File: config.mk
export PLATFORM = sky130hd
export DESIGN_NAME = acc8_core
export DESIGN_NICKNAME = d
export VERILOG_FILES = /design/src/rtl/acc8_pkg.sv /design/src/rtl/acc8_ctrl.sv /design/src/rtl/acc8_alu.sv /design/src/rtl/acc8_regs.sv /design/src/rtl/acc8_core.sv
export SDC_FILE = /design/constraint.sdc
export NUM_CORES = 1
export LEC_CHECK = 0
export ABC_AREA = 1
export BUFFER_PORTS_ARGS = -buffer_cell sky130_fd_sc_hd__buf_2
export CAP_MARGIN = 20
export CORE_ASPECT_RATIO = 0.6
export CORE_MARGIN = 1.5
export CORE_UTILIZATION = 40
export CTS_CLUSTER_DIAMETER = 40
export DETAILED_ROUTE_END_ITERATION = 8
export GPL_TIMING_DRIVEN = 0
export PLACE_DENSITY_LB_ADDON = 0.1
export SYNTH_ARGS = -nofsm -noshare
export SYNTH_HDL_FRONTEND = slang
export SYNTH_HIERARCHICAL = 1
export SYNTH_SLANG_ARGS = --single-unit
File: constraint.sdc
create_clock -name clk -period 3.9 [get_ports clk]
set_input_delay 0.195 -clock clk [delete_from_list [all_inputs] [get_ports clk]]
set_output_delay 0.195 -clock clk [all_outputs]
set_load 0.005 [all_outputs]
File: src/rtl/acc8_pkg.sv
package acc8_pkg;

    typedef enum logic [2:0] {
        ST_FETCH,
        ST_DECODE,
        ST_CLEAR,
        ST_OPRD,
        ST_LDWB,
        ST_JPWB,
        ST_SHIFT
    } step_e;

    typedef enum logic [0:0] { PCS_ALU, PCS_MDR } pcsrc_e;
    typedef enum logic [0:0] { ALU_ADD, ALU_AND } aluop_e;
    typedef enum logic [0:0] { SA_PC, SA_ACC } srca_e;
    typedef enum logic [1:0] { SB_TWO, SB_ZERO, SB_ACC } srcb_e;
    typedef enum logic [0:0] { WD_ALU, WD_MDR } wsel_e;

    typedef struct packed {
        logic   mem_rd;
        logic   iord;
        logic   ir_we;
        logic   mdr_we;
        logic   pc_we;
        pcsrc_e pc_src;
        aluop_e alu_op;
        srca_e  src_a;
        srcb_e  src_b;
        logic   acc_we;
        wsel_e  acc_src;
    } ctrl_t;

    localparam logic [7:0] OP_CLEAR = 8'h00;
    localparam logic [7:0] OP_LOAD  = 8'h01;
    localparam logic [7:0] OP_JPTR  = 8'h02;
    localparam logic [7:0] OP_SHL3  = 8'h03;

endpackage

File: src/rtl/acc8_ctrl.sv
module acc8_ctrl
    import acc8_pkg::*;
#(
    parameter int DW           = 8,
    parameter int SHIFT_PASSES = 3
) (
    input  logic          clk,
    input  logic          rst_n,
    input  logic [DW-1:0] opcode,
    output ctrl_t         ctl,
    output logic          fetch
);
    localparam int CW = (SHIFT_PASSES < 2) ? 1 : $clog2(SHIFT_PASSES);
    localparam logic [CW-1:0] LAST = CW'(SHIFT_PASSES - 1);

    typedef struct packed {
        step_e         step;
        logic [CW-1:0] cnt;
    } fsm_t;

    fsm_t fsm_d, fsm_q;

    always_comb begin
        fsm_d = fsm_q;
        ctl   = '0;
        case (fsm_q.step)
            ST_FETCH: begin
                // read instruction word, PC <- PC + 2 through the ALU
                ctl.mem_rd = 1'b1;
                ctl.iord   = 1'b0;
                ctl.ir_we  = 1'b1;
                ctl.pc_we  = 1'b1;
                ctl.pc_src = PCS_ALU;
                ctl.alu_op = ALU_ADD;
                ctl.src_a  = SA_PC;
                ctl.src_b  = SB_TWO;
                fsm_d.step = ST_DECODE;
            end
            ST_DECODE: begin
                fsm_d.cnt = '0;
                if (opcode == DW'(OP_CLEAR))
                    fsm_d.step = ST_CLEAR;
                else if (opcode == DW'(OP_LOAD) || opcode == DW'(OP_JPTR))
                    fsm_d.step = ST_OPRD;
                else if (opcode == DW'(OP_SHL3))
                    fsm_d.step = ST_SHIFT;
                else
                    fsm_d.step = ST_FETCH;
            end
            ST_CLEAR: begin
                // A <- A AND 0
                ctl.acc_we  = 1'b1;
                ctl.acc_src = WD_ALU;
                ctl.alu_op  = ALU_AND;
                ctl.src_a   = SA_ACC;
                ctl.src_b   = SB_ZERO;
                fsm_d.step  = ST_FETCH;
            end
            ST_OPRD: begin
                ctl.mem_rd = 1'b1;
                ctl.iord   = 1'b1;
                ctl.mdr_we = 1'b1;
                fsm_d.step = (opcode == DW'(OP_JPTR)) ? ST_JPWB : ST_LDWB;
            end
            ST_LDWB: begin
                ctl.acc_we  = 1'b1;
                ctl.acc_src = WD_MDR;
                fsm_d.step  = ST_FETCH;
            end
            ST_JPWB: begin
                ctl.pc_we  = 1'b1;
                ctl.pc_src = PCS_MDR;
                fsm_d.step = ST_FETCH;
            end
            ST_SHIFT: begin
                // A <- A + A, repeated SHIFT_PASSES times
                ctl.acc_we  = 1'b1;
                ctl.acc_src = WD_ALU;
                ctl.alu_op  = ALU_ADD;
                ctl.src_a   = SA_ACC;
                ctl.src_b   = SB_ACC;
                fsm_d.cnt   = fsm_q.cnt + 1'b1;
                if (fsm_q.cnt == LAST)
                    fsm_d.step = ST_FETCH;
            end
            default: fsm_d.step = ST_FETCH;
        endcase
    end

    always_ff @(posedge clk) begin
        if (!rst_n) begin
            fsm_q.step <= ST_FETCH;
            fsm_q.cnt  <= '0;
        end else begin
            fsm_q <= fsm_d;
        end
    end

    assign fetch = (fsm_q.step == ST_FETCH);

endmodule

File: src/rtl/acc8_alu.sv
module acc8_alu
    import acc8_pkg::*;
#(
    parameter int DW = 8
) (
    input  aluop_e        op,
    input  srca_e         src_a,
    input  srcb_e         src_b,
    input  logic [DW-1:0] pc,
    input  logic [DW-1:0] acc,
    output logic [DW-1:0] y
);
    logic [DW-1:0] a, b;

    always_comb begin
        a = (src_a == SA_PC) ? pc : acc;
        case (src_b)
            SB_TWO:  b = DW'(2);
            SB_ACC:  b = acc;
            default: b = '0;
        endcase
        case (op)
            ALU_AND: y = a & b;
            default: y = a + b;
        endcase
    end

endmodule

File: src/rtl/acc8_regs.sv
module acc8_regs
    import acc8_pkg::*;
#(
    parameter int DW = 8
) (
    input  logic            clk,
    input  logic            rst_n,
    input  ctrl_t           ctl,
    input  logic [DW-1:0]   alu_y,
    input  logic [2*DW-1:0] mem_rdata,
    output logic [DW-1:0]   pc,
    output logic [DW-1:0]   acc,
    output logic [2*DW-1:0] ir,
    output logic [DW-1:0]   mdr
);
    localparam int IW = 2 * DW;

    typedef struct packed {
        logic [IW-1:0] ir;
        logic [DW-1:0] mdr;
        logic [DW-1:0] pc;
        logic [DW-1:0] acc;
    } regs_t;

    regs_t r_d, r_q;

    always_comb begin
        r_d = r_q;
        if (ctl.ir_we)
            r_d.ir = mem_rdata;
        if (ctl.mdr_we)
            r_d.mdr = mem_rdata[IW-1 -: DW];
        if (ctl.pc_we)
            r_d.pc = (ctl.pc_src == PCS_MDR) ? r_q.mdr : alu_y;
        if (ctl.acc_we)
            r_d.acc = (ctl.acc_src == WD_MDR) ? r_q.mdr : alu_y;
    end

    always_ff @(posedge clk) begin
        if (!rst_n)
            r_q <= '0;
        else
            r_q <= r_d;
    end

    assign pc  = r_q.pc;
    assign acc = r_q.acc;
    assign ir  = r_q.ir;
    assign mdr = r_q.mdr;

endmodule

File: src/rtl/acc8_core.sv
module acc8_core
    import acc8_pkg::*;
#(
    parameter int DW           = 8,
    parameter int SHIFT_PASSES = 3
) (
    input  logic            clk,
    input  logic            rst_n,
    output logic [DW-1:0]   mem_addr,
    output logic            mem_rd,
    input  logic [2*DW-1:0] mem_rdata,
    output logic [DW-1:0]   pc_o,
    output logic [DW-1:0]   acc_o,
    output logic            fetch_o
);
    localparam int IW = 2 * DW;

    ctrl_t         ctl;
    logic [DW-1:0] alu_y;
    logic [DW-1:0] pc, acc, mdr;
    logic [IW-1:0] ir;

    acc8_ctrl #(.DW(DW), .SHIFT_PASSES(SHIFT_PASSES)) u_ctrl (
        .clk    (clk),
        .rst_n  (rst_n),
        .opcode (ir[IW-1:DW]),
        .ctl    (ctl),
        .fetch  (fetch_o)
    );

    acc8_alu #(.DW(DW)) u_alu (
        .op    (ctl.alu_op),
        .src_a (ctl.src_a),
        .src_b (ctl.src_b),
        .pc    (pc),
        .acc   (acc),
        .y     (alu_y)
    );

    acc8_regs #(.DW(DW)) u_regs (
        .clk       (clk),
        .rst_n     (rst_n),
        .ctl       (ctl),
        .alu_y     (alu_y),
        .mem_rdata (mem_rdata),
        .pc        (pc),
        .acc       (acc),
        .ir        (ir),
        .mdr       (mdr)
    );

    assign mem_addr = ctl.iord ? ir[DW-1:0] : pc;
    assign mem_rd   = ctl.mem_rd;
    assign pc_o     = pc;
    assign acc_o    = acc;

endmodule

==> flow_summary.ini <==
[run_status]
status = finished clean

[detailed_routing]
num_vias = 2777
final_antenna_net_count = 0
drtIter0Drc = 209
avgRoutedWirePerCell_um = 12.4
wl_mm = 7.20
dr.pass1.iters = 5
via_per_inst = 4.80
drc_errors = 0

[die]
dieArea_sq_um = 7180
die_y_um = 66.2
core_sq_um = 6280
io_pins = 44
initial_core_util_pct = 42.5
die_w_um = 108
rows = 22

[timing]
max_freq_mhz = 359
finalHoldViolations = 0
period_needed_ps = 2790
clock_skew_ps = 5.54
slew_violations = 0
worst_pin_slew_ps = 377
rsz0062_at_grt = false
maxSlewHeadroom_pct = 74.9
tns_ps = 0
hold_slack_ps = 109
setup_viol = 0
layout_setup_ws_ps = 1110
post-route-period-util_pct = 71.5

[finish]
final_area_sq_um = 3120
layout-drive-gt1-share_pct = 15.2
mostFrequentLayoutCells = nand2_1 (117), nor2_1 (109), inv_1 (54)
fill_cells = 677
final_common_cell = nand2_1
diodes = 0
area_growth_pct = 17.0
final_nets = 521

[clock_network]
clk_pin_slew_ps = 90
numCtsBuffers = 5
ctsHoldBuffers = 0
postCtsSetupBuffers = 0
cts-root-buf = clkbuf_8
htreeDepth = 2
clock_latency_ps = 310
cts_max_path_buffers = 2
cts_tree = done
cts_num_sinks = 45
cts_resized = 0

[synth]
ys_seq_area_share_pct = 33.8
synth_warnings = 6
ys_ff_latch = 45
netlist.area_leader.share_pct = 33.8
avgSynthCellArea_sq_um = 6.02
syn-instance-count = 443
synthesis.area_sq_um = 2670
synth_cell_types = 23
synth_area_leaders = dfxtp_1 (34%), nand2_1 (16%), nor2_1 (15%)
synth_fp_nets = 471
synth_top_area_cell = dfxtp_1

[power]
power.switching_mw = 0.363
power_frac_comb_pct = 22.1
p_leak_nw = 1.66
p_per_area_nw_per_um2 = 392
clkPwrFrac_pct = 34.7
power_mw = 1.22
seq_power_share_pct = 43.3
internal_power_mw = 0.859
peakVddDrop_mv = 0.194
sw_frac_of_total_pct = 29.7

[global_route]
grt_pass1_vias = 2576
grt_max_degree = 15
grt_pass1_wl_mm = 12.4
grt_overflow_total = 0
track_usage_pct = 22.3
antenna_found_initial = 0

[worst_setup_path]
path_max_fanout = 7
arrival_ps = 3000
start_kind = register
cp-end-kind = register
crit_required_ps = 4110
crit_type = register to register

[placement]
gp_congestion = 0.839
pre_cts_ws_ps = 1180
portBuffers = 43
placed_area_sq_um = 2990
hpwlAfterDp_mm = 5.69

[run]
maxCapViolCount = 0

[worst_hold_path]
hold_path.class = input port to register
==> power groups by stage <==
stage | registers [mW] | clock network, mW | logic, mW
after floorplan | 0.529 | 0 | 0.184
after global placement | 0.539 | 0 | 0.264
after detailed placement | 0.539 | 0 | 0.267
after CTS | 0.529 | 0.432 | 0.269
after global routing | 0.535 | 0.452 | 0.315
final | 0.529 | 0.424 | 0.269
==> kinds of logic (layout without fill, tap and decap cells) <==
| logic type | Yosys count | after routing | share of synthesized area (%) |
|---|---|---|---|
| simple gates | 265 | 265 | 39.7 |
| flops | 45 | 45 | 33.8 |
| buf+inv | 74 | 125 | 12.1 |
| fa+ha+maj | 10 | 10 | 4.97 |
| compound gates | 49 | 49 | 9.43 |
==> per-layer routing <==
layer  up-vias  share of wire, %  GRT usage (%)
li1       1455                 -              -
met5         -                 0              0
met1      1230                56           34.6
met3         5               7.2           5.71
met4         0              0.50           3.45
met2        87                36           30.5
==> Yosys cell counts (all sizes together) <==
| library cell | n |
|---|---|
| nand3 | 31 |
| o22ai | 2 |
| nor2 | 111 |
| ha | 9 |
| nor3 | 1 |
| o21ai | 32 |
| and2 | 2 |
| nand3b | 2 |
| or2 | 1 |
| a21oi | 15 |
| fa | 1 |
| buf | 12 |
| nand2 | 117 |
| clkbuf | 3 |
| dfxtp | 45 |
| inv | 59 |
==> per-stage QoR <==
stage | std cells | util (%)
floorplan | 443 | -
global placement | 570 | 47.6
detailed placement | 570 | 47.6
CTS | 578 | 49.7
global route | 578 | 49.7
finish | 578 | 49.7
==> worst max-delay path, stage by stage, from the launching register on <==
cell and delay (ps):
dfxtp_1 470, nand3_2 160, inv_1 150, nand2_1 210
nor2_1 150, ha_1 180, inv_1 70, fa_1 410
inv_1 70, nand2_1 60, nand2_1 90, nand3b_1 110
nand2_1 70, nand2_1 40, nand3_1 70, nand2_1 90
nand2_1 80, nand3_1 70, nand2_1 80, inv_1 50
==> final timing paths <==
| kind | start | to | slack (ps) | cells past startpoint |
|---|---|---|---|---|
| setup / recovery | u_ctrl/fsm_q[4] | u_regs/acc[6] | 1110 | 19 |
| hold / removal | mem_rdata[5] | u_regs/ir[5] | 110 | 3 |
| setup reg to reg | u_ctrl/fsm_q[4] | u_regs/acc[6] | 1110 | 19 |
| hold reg to reg | u_regs/ir[14] | u_regs/ir[14] | 510 | 2 |
==> area by class of cell <==
class                   instances  area [sq um]  area share [%]
inverters                      59           221            7.10
multi-input cells             324          1440            46.3
flip-flops and latches         45           901            28.9
well taps                      84           105            3.37
repair buffers                 43           215            6.90
clock inverters                 3          65.1            2.09
plain buffers                  15           100            3.21
clock buffers                   5          68.8            2.21
==> sequential cells by signal (all words and copies together) (netlist names) <==
name          flops
u_ctrl/fsm_q      5
u_regs/acc        8
u_regs/ir        16
u_regs/mdr        8
u_regs/pc         8
No activity file was read; power rests on OpenSTA's default activity.
